[config.mk]
export PLATFORM = sky130hd
export DESIGN_NAME = rst_cause_status
export DESIGN_NICKNAME = d
export VERILOG_FILES = /design/src/rtl/rcs_pkg.sv /design/src/rtl/rcs_ctrl.sv /design/src/rtl/rcs_datapath.sv /design/src/rtl/rst_cause_status.sv
export SDC_FILE = /design/constraint.sdc
export NUM_CORES = 1
export LEC_CHECK = 0
export ABC_AREA = 0
export BUFFER_PORTS_ARGS = -buffer_cell sky130_fd_sc_hd__clkbuf_2
export CAP_MARGIN = 15
export CORE_ASPECT_RATIO = 0.5
export CORE_MARGIN = 2
export CORE_UTILIZATION = 43
export CTS_CLUSTER_SIZE = 14
export DETAILED_ROUTE_END_ITERATION = 10
export HOLD_SLACK_MARGIN = 0.03
export PLACE_DENSITY = 0.71
export SYNTH_ARGS = -nofsm -noshare
export SYNTH_HDL_FRONTEND = slang
export SYNTH_SLANG_ARGS = --single-unit
[constraint.sdc]
create_clock -name clk -period 2.1 [get_ports clk]
set_clock_uncertainty 0.05 [all_clocks]
set_input_delay 0.42 -clock clk [delete_from_list [all_inputs] [get_ports clk]]
set_output_delay 0.42 -clock clk [all_outputs]
set_load 0.05 [all_outputs]
[src/rtl/rcs_pkg.sv]
package rcs_pkg;
  localparam int NFLAG    = 7;
  localparam int F_BROWN  = 0;
  localparam int F_PWRON  = 1;
  localparam int F_SLEEP  = 2;
  localparam int F_WDOG   = 3;
  localparam int F_SWRST  = 4;
  localparam int F_STKUND = 5;
  localparam int F_STKOVR = 6;
  localparam logic [NFLAG-1:0] PWRON_FLAGS = 7'b0011100;

  typedef enum logic [1:0] {
    MODE_RUN   = 2'd0,
    MODE_IDLE  = 2'd1,
    MODE_SLEEP = 2'd2,
    MODE_DEEP  = 2'd3
  } pwr_mode_e;

  typedef enum logic [1:0] {
    PC_ZERO   = 2'd0,
    PC_NEXT   = 2'd1,
    PC_VEC_HI = 2'd2,
    PC_VEC_LO = 2'd3
  } pc_sel_e;

  typedef struct packed {
    logic [NFLAG-1:0] setMask;
    logic [NFLAG-1:0] clrMask;
    logic             wrLoad;
    logic             rstHit;
    logic             resume;
    pc_sel_e          pcSel;
  } strobe_t;
endpackage

[src/rtl/rcs_ctrl.sv]
module rcs_ctrl
  import rcs_pkg::*;
(
  input  logic       brownOut,
  input  logic       mclr,
  input  logic [1:0] pwrMode,
  input  logic       wdogExpire,
  input  logic       resetInstr,
  input  logic       stackFull,
  input  logic       stackUnder,
  input  logic       stackRstEn,
  input  logic       intWake,
  input  logic       intHigh,
  input  logic       gieHigh,
  input  logic       gieLow,
  input  logic       wrEn,
  output strobe_t    stb
);
  logic lowPower;
  assign lowPower = (pwr_mode_e'(pwrMode) != MODE_RUN);

  // Priority chain: only the highest pending cause produces strobes.
  always_comb begin
    stb = '0;
    stb.pcSel = PC_ZERO;
    if (brownOut) begin
      stb.clrMask[F_BROWN] = 1'b1;
      stb.setMask[F_SWRST] = 1'b1;
      stb.setMask[F_WDOG]  = 1'b1;
      stb.setMask[F_SLEEP] = 1'b1;
      stb.rstHit = 1'b1;
    end else if (mclr) begin
      stb.setMask[F_WDOG] = 1'b1;
      if (lowPower) stb.clrMask[F_SLEEP] = 1'b1;
      stb.rstHit = 1'b1;
    end else if (wdogExpire) begin
      stb.clrMask[F_WDOG] = 1'b1;
      if (lowPower) begin
        stb.clrMask[F_SLEEP] = 1'b1;
        stb.resume = 1'b1;
        stb.pcSel  = PC_NEXT;
      end else begin
        stb.rstHit = 1'b1;
      end
    end else if (resetInstr) begin
      stb.clrMask[F_SWRST] = 1'b1;
      stb.rstHit = 1'b1;
    end else if (stackFull || stackUnder) begin
      stb.setMask[F_STKOVR] = stackFull;
      stb.setMask[F_STKUND] = stackUnder;
      stb.rstHit = stackRstEn;
    end else if (intWake) begin
      stb.clrMask[F_SLEEP] = 1'b1;
      stb.resume = 1'b1;
      if (intHigh && gieHigh)       stb.pcSel = PC_VEC_HI;
      else if (!intHigh && gieLow)  stb.pcSel = PC_VEC_LO;
      else                          stb.pcSel = PC_NEXT;
    end else if (wrEn) begin
      stb.wrLoad = 1'b1;
    end
  end
endmodule

[src/rtl/rcs_datapath.sv]
module rcs_datapath
  import rcs_pkg::*;
#(
  parameter int PC_W    = 21,
  parameter int PC_STEP = 2,
  parameter int VEC_HI  = 8,
  parameter int VEC_LO  = 24
) (
  input  logic             clk,
  input  logic             rstN,
  input  strobe_t          stb,
  input  logic [PC_W-1:0]  curPc,
  input  logic [NFLAG-1:0] wrData,
  output logic [NFLAG-1:0] flags,
  output logic             rstReq,
  output logic             pcLoad,
  output logic [PC_W-1:0]  nextPc
);
  localparam logic [PC_W-1:0] STEP_V = PC_W'(PC_STEP);
  localparam logic [PC_W-1:0] HI_V   = PC_W'(VEC_HI);
  localparam logic [PC_W-1:0] LO_V   = PC_W'(VEC_LO);

  logic [NFLAG-1:0] flagsQ;
  logic             rstReqQ, pcLoadQ;
  logic [PC_W-1:0]  nextPcQ, pcMux;

  always_comb begin
    unique case (stb.pcSel)
      PC_NEXT:   pcMux = curPc + STEP_V;
      PC_VEC_HI: pcMux = HI_V;
      PC_VEC_LO: pcMux = LO_V;
      default:   pcMux = '0;
    endcase
  end

  always_ff @(posedge clk or negedge rstN) begin
    if (!rstN) begin
      flagsQ  <= PWRON_FLAGS;
      rstReqQ <= 1'b0;
      pcLoadQ <= 1'b0;
      nextPcQ <= '0;
    end else begin
      if (stb.wrLoad) flagsQ <= wrData;
      else            flagsQ <= (flagsQ & ~stb.clrMask) | stb.setMask;
      rstReqQ <= stb.rstHit;
      pcLoadQ <= stb.rstHit | stb.resume;
      if (stb.rstHit || stb.resume) nextPcQ <= pcMux;
    end
  end

  assign flags  = flagsQ;
  assign rstReq = rstReqQ;
  assign pcLoad = pcLoadQ;
  assign nextPc = nextPcQ;
endmodule

[src/rtl/rst_cause_status.sv]
module rst_cause_status #(
  parameter int PC_W    = 21,
  parameter int PC_STEP = 2,
  parameter int VEC_HI  = 8,
  parameter int VEC_LO  = 24
) (
  input  logic            clk,
  input  logic            rstN,
  input  logic            brownOut,
  input  logic            mclr,
  input  logic [1:0]      pwrMode,
  input  logic            wdogExpire,
  input  logic            resetInstr,
  input  logic            stackFull,
  input  logic            stackUnder,
  input  logic            stackRstEn,
  input  logic            intWake,
  input  logic            intHigh,
  input  logic            gieHigh,
  input  logic            gieLow,
  input  logic [PC_W-1:0] curPc,
  input  logic            wrEn,
  input  logic [6:0]      wrData,
  output logic [6:0]      flags,
  output logic            rstReq,
  output logic            pcLoad,
  output logic [PC_W-1:0] nextPc
);
  rcs_pkg::strobe_t stb;

  rcs_ctrl uCtrl (
    .brownOut(brownOut), .mclr(mclr), .pwrMode(pwrMode),
    .wdogExpire(wdogExpire), .resetInstr(resetInstr),
    .stackFull(stackFull), .stackUnder(stackUnder), .stackRstEn(stackRstEn),
    .intWake(intWake), .intHigh(intHigh), .gieHigh(gieHigh), .gieLow(gieLow),
    .wrEn(wrEn), .stb(stb)
  );

  rcs_datapath #(.PC_W(PC_W), .PC_STEP(PC_STEP), .VEC_HI(VEC_HI), .VEC_LO(VEC_LO)) uDp (
    .clk(clk), .rstN(rstN), .stb(stb), .curPc(curPc), .wrData(wrData),
    .flags(flags), .rstReq(rstReq), .pcLoad(pcLoad), .nextPc(nextPc)
  );
endmodule

# After elaboration in Yosys (flattened, before gate mapping)
# Index checks and enable logic that the tools add are counted.
# word_totals
wordCells,60
register_bits,30
inputBits,44
output_inout_bits,30
# op_classes
n_reduce_logical,6
n_eq_ne,3
addsub,1
bitwise,4
mux,42
# ops
op,n
case mux 21 bit (3 select lines),1
two-way mux 1 bit,24
adder 21 x 2 -> 21 bit (second input constant),1
two-way mux 3 bit,7
two-way mux 2 bit,8
bitwise AND 7 bit,1
two-way mux 7 bit,1
NOT 5 -> 7 bit,1
OR 7 bit,1
== test 2 bit (second input constant),2
two-way mux 4 bit,1
== test 2 x 1 -> 1 bit (second input constant),1
logical AND 1 bit,2
logical OR 1 bit,2
nonzero test 2 bit,1
logical NOT 1 bit,1
OR 1 bit,1

# Depth between registers and ports, before layout
# Gate-level depths: netlist of the first run.
# depth
depth_word,12
depth_mapped,6
ltp_nobuf,5

# Cells and area by module
# A second synthesis of the first run with hierarchy kept.
# hier_totals
cells_unflattened,188
area_unflattened_um2,1751.7
# modules_own_cells
mod,area_each_um2,instances,cells_per_inst
rcs_datapath,1531.5,1,155
rcs_ctrl,220.2,1,33

# Least setup slack after synthesis of the first run
# OpenSTA, ideal clock, no wires.
# synth_timing
kind,in2reg
startpoint,in wdogExpire
endpoint,reg uDp.nextPcQ[15] (netlist: uDp.nextPc[15])
setup_time_ns,0.074
stages,6
required_time_ns,1.976
arrival_ns,1.672
setup_slack_ns,0.304
path_cell_list,buf_6 > or3_4 > nor4_4 > nor2_4 > buf_6 > o21ai_2
# synth_between
elab_chain_cells,5
# synth_rtl
element,line_no,rtl
from (decl),rst_cause_status.sv:12,"input logic wdogExpire,"
two-way mux 4 bit *,rcs_ctrl.sv:36,end else if (wdogExpire) begin
two-way mux 3 bit,rcs_ctrl.sv:32,end else if (mclr) begin
two-way mux 3 bit,rcs_ctrl.sv:26,if (brownOut) begin
== test 2 bit / == test 2 x 1 -> 1 bit (equally long branches),rcs_datapath.sv:28,unique case (stb.pcSel)
case mux 21 bit (3 select lines),rcs_datapath.sv:28,
to (signal assigned),rcs_datapath.sv:47,if (stb.rstHit || stb.resume) nextPcQ <= pcMux;
to (decl),rcs_datapath.sv:25,"logic [PC_W-1:0] nextPcQ, pcMux;"
# Every way passes the cells marked *; elsewhere a longest branch is shown, timed or not.
# A chain may end at the register's enable or synchronous reset.

# Worst setup path in the final report of the first run
# layout_timing
startpoint,in stackFull
endpoint,reg uDp.nextPcQ[6] (netlist: uDp.nextPc[6])
# layout_between
elab_chain_cells,8
# layout_rtl
element,line_no,rtl
from (decl),rst_cause_status.sv:14,"input logic stackFull,"
logical OR 1 bit *,rcs_ctrl.sv:48,end else if (stackFull || stackUnder) begin
two-way mux 3 bit,rcs_ctrl.sv:48,
two-way mux 3 bit,rcs_ctrl.sv:45,end else if (resetInstr) begin
two-way mux 4 bit *,rcs_ctrl.sv:36,
two-way mux 3 bit,rcs_ctrl.sv:32,
two-way mux 3 bit,rcs_ctrl.sv:26,
== test 2 bit / == test 2 x 1 -> 1 bit (equally long branches),rcs_datapath.sv:28,
case mux 21 bit (3 select lines),rcs_datapath.sv:28,
# Marks and branches as above.

==> flow_metrics.py, run 1 <==
metrics = {
    "run_status": {
        "outcome": "completed",
    },
    "timing": {
        "setup_viol": 0,
        "final_hold_viol_count": 0,
        "worst_pin_slew_ns": 0.7625,
        "drv_slew": 0,
        "fin_crit_ns": 1.710,
        "finalSetupTns_ns": 0,
        "fmax_mhz": 584.8,
        "rsz0062_at_grt": "false",
        "hold_ws_ns": 0.1529,
        "relSlewSlack": 0.4917,
        "layout_worst_path_cycle_share": 0.8143,
    },
    "worst_setup_path": {
        "cpMaxStageDelayCell": "or3b_2",
        "cp_cell_sequence": "clkbuf_2 > or3b_2 > nor4_4 > nor2_4 > o21ai_0",
        "cp_max_fo": 19,
        "endpoint_kind": "flip-flop",
        "startpoint": "stackFull",
        "slowest_delay_ns": 0.52,
        "critical_path_class": "in -> reg",
        "r2r-start": "uDp.flags[3]",
        "start_kind": "input pin",
        "arrival_ns": 1.85,
        "reg2reg_depth": 2,
        "worstPathRequired_ns": 2.24,
    },
    "worst_hold_path": {
        "hp-class": "in -> async",
    },
    "clock_network": {
        "worstSkewPairLatency_ns": 0.28,
        "clockBufferDepth": 2,
        "cts-resized-gates": 0,
        "htreeDepth": 2,
        "cts_hold_buf": 0,
        "cts_tree": "yes",
        "post-cts-setup-buffer-count": 0,
        "clock-sinks": 30,
        "path_clk_slew_ns": 0.06,
        "cts_buffers": 5,
        "cts_root_buf": "clkbuf_8",
    },
    "power": {
        "p_per_area_mw_per_mm2": 616.4,
        "p_seq_frac": 0.445,
        "switchingPower_mw": 0.4276,
        "leakagePower_nw": 1.065,
        "power_frac_comb": 0.212,
        "swShare": 0.3075,
        "irDropWorstVdd_uv": 223.2,
        "p_total_mw": 1.391,
        "power.internal_mw": 0.9629,
        "clkPwrFrac": 0.342,
    },
    "cells_and_area": {
        "nNetsFinal": 312,
        "diodes": 0,
        "fin_util": 0.5839,
        "drive_gt1_frac": 0.4030,
        "area_growth_pct": 31.32,
        "finalNonFillerCells": 322,
    },
    "logic_synthesis": {
        "synth_area_mm2": 0.001718,
        "synth-simple-area-share": 0.2396,
        "synth_fp_nets": 231,
        "synth-edff-count": 0,
        "ys_async_sr_fraction": 1.000,
        "ys_seq_area_frac": 0.4392,
        "synth.distinct_cells": 42,
        "synth.area.mux_share": 0.01966,
        "ys_warn_count": 0,
        "synth_fa_ha_area_frac": 0.007283,
        "yosysTopAreaCell": "dfrtp_1",
        "ys_top_cells_by_area": "dfrtp_1, nand2_1, o21ai_2, xnor2_1, dfstp_2",
        "synth_top_family_by_area": "simple AND/OR/NAND/NOR gates",
        "synth_common_cells": "dfrtp_1, nand2_1, nor2_1",
        "synth_top_flop_cell": "dfrtp_1",
        "synth_compound_area_frac": 0.1879,
        "synth-xor-area-share": 0.06628,
        "synthCells": 186,
        "synth_seq_cells": 30,
        "yosysTopAreaCellShare": 0.3933,
        "syn_area_per_cell_um2": 9.236,
    },
    "grt": {
        "grt_pass1_wl_um": 7162,
        "grt_max_degree": 31,
        "gr-usage-all-layers": 0.2007,
        "grt_overflow": 0,
        "antenna_found_initial": 0,
        "grt_pass1_vias": 1558,
    },
    "placed_design": {
        "io_buffers": 73,
        "dp_hpwl_um": 3352,
        "dp_cells": 314,
        "place_congestion": 0.8206,
    },
    "routing": {
        "routed_wl_um": 4369,
        "vias": 1673,
        "wl_per_cell_um": 13.57,
        "drt_iter0_drc": 77,
        "drc_errors": 0,
        "antenna_left": 0,
        "dr.pass1.iters": 4,
        "post_drt_via_cell_ratio": 5.196,
    },
    "floorplan": {
        "die_x_um": 93.39,
        "core_area_mm2": 0.003864,
        "std_cell_rows": 16,
        "io_pins": 74,
        "die-height_um": 48.70,
        "initial_core_util": 0.4446,
        "die_area_mm2": 0.004548,
    },
    "job": {
        "max-cap-violations": 0,
    },
}
-- final cells by class --
class                      count  area [um2]
fill                         351        1608
multi-input combinational    142       894.6
sequential                    30       754.5
timing repair buffer          80       417.9
clock buffer                   7       86.33
tap                           54       67.56
inverter                       8       30.03
clock inverter                 1       5.005
-- state kept, by name, summed over array words and instances (netlist names) --
| name | flops |
|---|---|
| uDp.nextPc | 21 |
| uDp.rstReq | 1 |
| uDp.flags | 7 |
| uDp.pcLoad | 1 |
-- path summary, 6_finish.rpt --
check / to / slack (ns)
max: uDp.nextPc[6] / 0.39
max in group asynchronous: uDp.flags[0] / 1.36
min: uDp.nextPc[20] / 0.15
max reg2reg: uDp.flags[3] / 1.22
min reg2reg: uDp.nextPc[12] / 0.42
min in group clk: uDp.flags[3] / 0.31
-- through the flow --
| step | setup slack, ns | instance area, um2 |
|---|---|---|
| after floorplan | 0.3039 | 1718 |
| after global placement | 0.1486 | 2165 |
| after detailed placement | 0.1116 | 2165 |
| after CTS | 0.3983 | 2256 |
| after global routing | 0.3137 | 2256 |
| final | 0.3899 | 2256 |
-- cell families after synthesis --
kind of cell,after synthesis
buffers and inverters,14
muxes,3
adders and majority gates,1
DFF,30
AOI/OAI and AO/OA,47
and+or+nand+nor,78
xor gates and xnor gates,13
-- critical path: cells and delay by family --
kind / cells / cell delay, ns
buffers and inverters: 1 / 0.11
and+or+nand+nor: 3 / 1.08
AOI/OAI and AO/OA: 1 / 0.23
-- power by group through the flow --
| stage | Clock [mW] | Sequential, mW | Combinational (mW) |
|---|---|---|---|
| floorplan | 0 | 0.721 | 0.0862 |
| global placement | 0 | 0.629 | 0.292 |
| detailed placement | 0 | 0.629 | 0.298 |
| CTS | 0.489 | 0.619 | 0.298 |
| global route | 0.521 | 0.622 | 0.318 |
| finish | 0.476 | 0.619 | 0.295 |
-- cells in the final DEF, fill, tap and decap left out, types with 6 or more instances in the layout --
master and n:
clkbuf_2 73, nand4_1 6, nor2_1 14, nand3_1 6, xnor2_1 10, clkbuf_8 6
a21oi_1 9, nand2_1 27, o21ai_2 10, inv_1 8, dfrtp_1 27, buf_4 7
o21ai_0 10
-- metal layers --
layer	up-vias	part of all wire	wire length, um	GRT usage
li1	837	-	-	-
met1	783	0.45	1951	0.2604
met2	48	0.48	2085	0.3345
met3	5	0.069	303	0.05452
met4	0	0.0064	28	0.05147
met5	-	0	0	0
No activity file was read; power rests on OpenSTA's default activity.
==> run 2: changes to the inputs <==
--- a/config.mk
+++ b/config.mk
@@ -5,7 +5,7 @@
 export SDC_FILE = /design/constraint.sdc
 export NUM_CORES = 1
 export LEC_CHECK = 0
-export ABC_AREA = 0
+export ABC_AREA = 1
 export BUFFER_PORTS_ARGS = -buffer_cell sky130_fd_sc_hd__clkbuf_2
 export CAP_MARGIN = 15
 export CORE_ASPECT_RATIO = 0.5
==> constraint.sdc (replaced) <==
create_clock -name clk -period 1.77 [get_ports clk]
set_clock_uncertainty 0.05 [all_clocks]
set_input_delay 0.354 -clock clk [delete_from_list [all_inputs] [get_ports clk]]
set_output_delay 0.354 -clock clk [all_outputs]
set_load 0.05 [all_outputs]
==> run 2 against run 1 <==
Count of clock-buffer cells in the layout unchanged. Utilization about the same. Non-clock buffer count decreased by 5. Sequential power increased by 19%. Die area increased by 4.7%. Hold slack got worse by 0.11 ns. Total power increased by 20%. Sequential share of layout area decreased by 0.83 points. Clock power increased by 18%. First-iteration DRC count increased by 6.5%. Via count increased by 6.5%. Largest cell class unchanged. Largest power group unchanged. Highest routed layer unchanged.
==> flow_metrics.py, run 2 <==
metrics = {
    "cells_and_area": {
        "area_growth_pct": 28.22,
        "final_cell_mix": "nand2_1, clkbuf_2, dfrtp_1",
        "nNetsFinal": 365,
        "drive_gt1_frac": 0.3427,
        "diodes": 0,
        "largest_reg_flops": 21,
        "final_common_cell": "nand2_1",
    },
    "routing": {
        "post_drt_via_cell_ratio": 4.752,
        "routed_wl_um": 4341,
        "antenna_left": 0,
        "vias": 1782,
        "dr.pass1.iters": 4,
        "wl_per_cell_um": 11.58,
        "drt_iter0_drc": 82,
        "drc_errors": 0,
    },
    "logic_synthesis": {
        "yosysTopAreaCell": "dfrtp_1",
        "ys_async_sr_fraction": 1.000,
        "ys_seq_area_frac": 0.4182,
        "synth.distinct_cells": 27,
        "synth_fp_nets": 286,
        "yosysTopAreaCellShare": 0.3745,
        "yosys.cell_count.top_type": "nand2_1",
        "syn_area_per_cell_um2": 7.486,
        "synth_top_flop_cell": "dfrtp_1",
        "synth-edff-count": 0,
        "synth_area_mm2": 0.001804,
        "ys_warn_count": 0,
        "ys_top_cells_by_area": "dfrtp_1, nand2_1, dfstp_2, nor2_1, xor2_1",
        "synthCells": 241,
        "synth_seq_cells": 30,
        "synth_common_cells": "nand2_1, dfrtp_1, nor2_1",
    },
    "worst_setup_path": {
        "slowest_delay_ns": 0.53,
        "cp_max_fo": 2,
        "critical_path_class": "reg -> out",
        "rrSetupSlack_ns": 0.90,
        "endpoint_kind": "output port",
        "r2r-start": "uDp.flags[3]",
        "path_buf_inv": 1,
        "cpLargestDelayFamily": "flip-flops",
        "arrival_ns": 1.07,
        "worstPathRequired_ns": 1.37,
        "cp_cell_sequence": "clkbuf_2",
        "r2r-end": "uDp.flags[3]",
        "start_kind": "flip-flop",
        "reg2reg_depth": 2,
        "cpMaxStageDelayCell": "dfstp_2",
    },
    "timing": {
        "drv_slew": 0,
        "layout_worst_path_cycle_share": 0.8342,
        "fmax_mhz": 677.3,
        "final_hold_viol_count": 0,
        "rsz0062_at_grt": "false",
        "finalSetupTns_ns": 0,
        "setup_viol": 0,
        "relSlewSlack": 0.7270,
        "fin_crit_ns": 1.476,
        "worst_pin_slew_ns": 0.4095,
    },
    "floorplan": {
        "std_cell_rows": 16,
        "io_pins": 74,
        "die_x_um": 95.61,
        "initial_core_util": 0.4552,
        "core_area_mm2": 0.003964,
        "die_area_mm2": 0.004762,
        "die-height_um": 49.81,
    },
    "clock_network": {
        "cts_buffers": 5,
        "cts_hold_buf": 0,
        "post-cts-setup-buffer-count": 0,
        "clockBufferDepth": 2,
        "path_clk_slew_ns": 0.06,
        "cts-resized-gates": 0,
        "cts_root_buf": "clkbuf_8",
        "cts_tree": "yes",
        "worstSkewPairLatency_ns": 0.27,
        "clock-sinks": 30,
        "htreeDepth": 2,
    },
    "grt": {
        "grt_pass1_wl_um": 7238,
        "grt_max_degree": 31,
        "grt_overflow": 0,
        "antenna_found_initial": 0,
        "gr-usage-all-layers": 0.1986,
        "grt_pass1_vias": 1665,
    },
    "placed_design": {
        "dp_hpwl_um": 3419,
        "io_buffers": 73,
        "place_congestion": 0.9129,
    },
    "power": {
        "leakagePower_nw": 1.244,
        "irDropWorstVdd_uv": 320.2,
        "p_per_area_mw_per_mm2": 722.0,
        "p_total_mw": 1.670,
    },
    "worst_hold_path": {
        "hp-class": "in -> async",
    },
    "job": {
        "max-cap-violations": 0,
    },
    "run_status": {
        "outcome": "completed",
    },
}
-- run 2: changes by cell type after synthesis, moves of 6 or more --
| cell | previous run | this run |
|---|---|---|
| a21oi_1 | 9 | 3 |
| inv_1 | 8 | 14 |
| nand2_1 | 27 | 102 |
| nor2_1 | 14 | 20 |
| o21ai_2 | 10 | 0 |
| xnor2_1 | 10 | 2 |
-- run 2: through the flow --
| step | utilization | setup slack [ns] | hold slack [ns] | instance area [um2] | std cells |
|---|---|---|---|---|---|
| after global placement | 0.5606 | 0.1560 | 0.3378 | 2222 | 367 |
| final | 0.5836 | 0.2935 | 0.04328 | 2313 | 375 |
| after CTS | 0.5836 | 0.2860 | 0.04965 | 2313 | 375 |
| after detailed placement | 0.5606 | 0.1129 | 0.3505 | 2222 | 367 |
| after global routing | 0.5836 | 0.2323 | 0.05852 | 2313 | 375 |
| after floorplan | - | 0.3708 | 0.008409 | 1804 | 241 |
-- run 2: cell type report --
type                    count  area, um2
well taps                  54      67.56
repair buffers             75      380.4
clock buffers               7      86.33
flip-flops and latches     30      754.5
inverters                  19      71.32
clock inverters             1      5.005
multi-input cells         189      948.4
fillers                   373       1650
-- run 2: worst max-delay path by stage --
| stage | startpoint | to | cells after the start | slack, ns |
|---|---|---|---|---|
| after floorplan | curPc[1] | uDp.nextPc[17] | 10 | 0.37 |
| after global placement | curPc[1] | uDp.nextPc[17] | 11 | 0.16 |
| after CTS | uDp.flags[4] | flags[4] | 1 | 0.29 |
| after detailed placement | curPc[1] | uDp.nextPc[17] | 11 | 0.11 |
| after global routing | curPc[1] | uDp.nextPc[17] | 11 | 0.23 |
| final | uDp.flags[4] | flags[4] | 1 | 0.29 |
-- run 2: kinds of logic (layout without fill, tap and decap cells) --
group,count (synthesis),after routing,share of synthesized area
AO/OA/AOI/OAI,19,19,0.05548
XOR/XNOR,10,10,0.04855
adder cells (fa/ha/maj),1,1,0.006934
buffers and inverters,22,102,0.05617
flip-flops,30,30,0.4182
AND/OR/NAND/NOR,159,159,0.4147
-- run 2: layer usage --
metal | GRT usage | part of all wire
met5 | 0 | 0
met4 | 0.05000 | 0.0081
met3 | 0.05505 | 0.065
met2 | 0.3333 | 0.47
met1 | 0.2541 | 0.46
-- run 2: report_power, final --
part	internal, mW	leakage [nW]	switching (mW)
combinational	0.106	0.808	0.265
clock	0.313	0.0482	0.248
sequential	0.722	0.388	0.0157
==> run 3: changes to the inputs <==
--- a/config.mk
+++ b/config.mk
@@ -5,7 +5,7 @@
 export SDC_FILE = /design/constraint.sdc
 export NUM_CORES = 1
 export LEC_CHECK = 0
-export ABC_AREA = 1
+export ABC_AREA = 0
 export BUFFER_PORTS_ARGS = -buffer_cell sky130_fd_sc_hd__clkbuf_2
 export CAP_MARGIN = 15
 export CORE_ASPECT_RATIO = 0.5
==> constraint.sdc (replaced) <==
create_clock -name clk -period 1.43 [get_ports clk]
set_clock_uncertainty 0.05 [all_clocks]
set_input_delay 0.286 -clock clk [delete_from_list [all_inputs] [get_ports clk]]
set_output_delay 0.286 -clock clk [all_outputs]
set_load 0.05 [all_outputs]
==> run 3 against run 2 <==
Register-to-register slack got worse by 0.35 ns. Critical endpoint is now uDp.nextPc[3]. Global-route usage is 3.1 points higher. Final area increased by 16%. Critical path type is now in -> reg. Routed wire length increased by 15%.
==> flow_metrics.py, run 3 (synthesized netlist as in run 1, its figures left out) <==
metrics = {
    "run_status": {
        "outcome": "completed",
    },
    "timing": {
        "rsz0062_at_grt": "true",
        "setup_viol": 0,
        "worst_pin_slew_ns": 0.3924,
        "drv_slew": 0,
        "layout_worst_path_cycle_share": 0.9901,
        "fin_crit_ns": 1.416,
        "fmax_mhz": 706.3,
        "relSlewSlack": 0.7360,
        "hold_ws_ns": 0.1675,
        "final_hold_viol_count": 0,
    },
    "routing": {
        "dr.pass1.iters": 4,
        "antenna_left": 0,
        "wl_per_cell_um": 13.66,
        "vias": 1847,
        "drc_errors": 0,
        "drt_iter0_drc": 47,
        "routed_wl_um": 4985,
        "post_drt_via_cell_ratio": 5.060,
    },
    "floorplan": {
        "die_area_mm2": 0.004548,
        "core_area_mm2": 0.003864,
        "die_x_um": 93.39,
        "die-height_um": 48.70,
        "initial_core_util": 0.4446,
        "std_cell_rows": 16,
        "io_pins": 74,
    },
    "cells_and_area": {
        "regArea_um2": 754.5,
        "nNetsFinal": 355,
        "final_common_cell": "clkbuf_2",
        "area_growth_pct": 56.52,
        "drive_gt1_frac": 0.4984,
        "final_cell_mix": "clkbuf_2, buf_4, nand2_1, dfrtp_1, nor2_1",
        "largest_reg_flops": 21,
        "diodes": 0,
        "multi_input_area_um2": 917.1,
        "n_fill_cell": 294,
        "fin_util": 0.6959,
    },
    "clock_network": {
        "cts_root_buf": "clkbuf_8",
        "path_clk_slew_ns": 0.07,
        "cts_tree": "yes",
        "htreeDepth": 2,
        "worstSkewPairLatency_ns": 0.28,
        "clock-sinks": 30,
        "clockBufferDepth": 2,
        "cts_buffers": 5,
    },
    "power": {
        "p_total_mw": 2.512,
        "clkPwrFrac": 0.429,
        "p_seq_frac": 0.362,
        "leakagePower_nw": 1.306,
        "power_frac_comb": 0.209,
        "swShare": 0.2688,
        "switchingPower_mw": 0.6752,
        "p_per_area_mw_per_mm2": 934.3,
        "irDropWorstVdd_uv": 502.4,
        "power.internal_mw": 1.837,
    },
    "grt": {
        "grt_max_degree": 31,
        "gr-usage-all-layers": 0.2298,
        "grt_pass1_vias": 1897,
        "antenna_found_initial": 0,
        "grt_overflow": 0,
        "grt_pass1_wl_um": 8211,
    },
    "worst_hold_path": {
        "hp-class": "in -> reg",
        "hold_start": "wrData[3]",
    },
    "placed_design": {
        "place_congestion": 0.8109,
        "dp_hpwl_um": 3859,
        "io_buffers": 73,
    },
    "worst_setup_path": {
        "arrival_ns": 1.53,
        "cp_max_fo": 4,
        "critical_path_class": "in -> reg",
        "endpoint_kind": "flip-flop",
        "path_buf_inv": 4,
        "worstPathRequired_ns": 1.54,
        "cpMaxStageDelayCell": "nor4_2",
        "r2r-start": "uDp.flags[3]",
        "path_common_cell": "buf_4",
        "slowest_delay_ns": 0.28,
        "start_kind": "input pin",
        "cp_cell_sequence": "clkbuf_2 > buf_4 > nor4_2 > buf_4 > and3_1 > inv_1 > mux2_2",
        "startpoint": "wdogExpire",
        "cpLargestDelayFamily": "simple AND/OR/NAND/NOR gates",
    },
    "job": {
        "max-cap-violations": 0,
    },
}
-- run 3: tightest hold or removal path, delay by kind of cell --
kind,cells,cell delay [ns]
AO/OA/AOI/OAI,1,0.05
buffers and inverters,1,0.08
AND/OR/NAND/NOR,1,0.09
-- run 3: stage by stage --
step                setup slack (ns)  TNS (ns)  instance area, um2  cells
finish                       0.01416         0                2689    365
global route                -0.06150   -0.2484                2689    365
CTS                        0.0006429         0                2648    364
detailed placement           -0.3744    -7.523                2485    354
global placement             -0.3536    -7.152                2485    354
floorplan                    -0.1850    -3.325                1729    186
-- run 3: final timing paths --
path                                  end  depth (start not counted)  slack, ns
max in group asynchronous    uDp.flags[4]                          3       0.47
min reg2reg                uDp.nextPc[17]                          2       0.43
max                         uDp.nextPc[3]                          7       0.01
max reg2reg                  uDp.flags[3]                          2       0.55
min                          uDp.flags[3]                          3       0.17
min in group asynchronous  uDp.nextPc[15]                          3       0.53
-- run 3: cell type report --
cell class                      instances  share of cell area
Clock inverter                          2             0.02234
Sequential cell                        30              0.2806
Tap cell                               54             0.02513
Inverter                                8             0.01117
Timing Repair Buffer                  123              0.2890
Clock buffer                            6             0.03071
Multi-Input combinational cell        142              0.3411
-- run 3: layer usage --
layer  wire length, um  track usage  part of all wire
met4                 0      0.05392                 0
met2              2506       0.4101              0.50
met1              2250       0.2839              0.45
met5                 0            0                 0
met3               228      0.05296             0.046
-- run 3: what timing repair did --
item	CTS	global route
buffers inserted	1	1
hold buffers	1	0
hold endpoints to repair	27	0
pin swaps	1	5
resized for setup	1	9
endpoints found under the setup margin	19	13
-- run 3: power by group through the flow --
stage               Combinational [mW]  Sequential, mW  Clock, mW
floorplan                        0.128            1.06          0
global placement                 0.500           0.924          0
detailed placement               0.511           0.925          0
CTS                              0.517           0.910       1.09
global route                     0.565           0.914       1.12
finish                           0.526           0.910       1.08
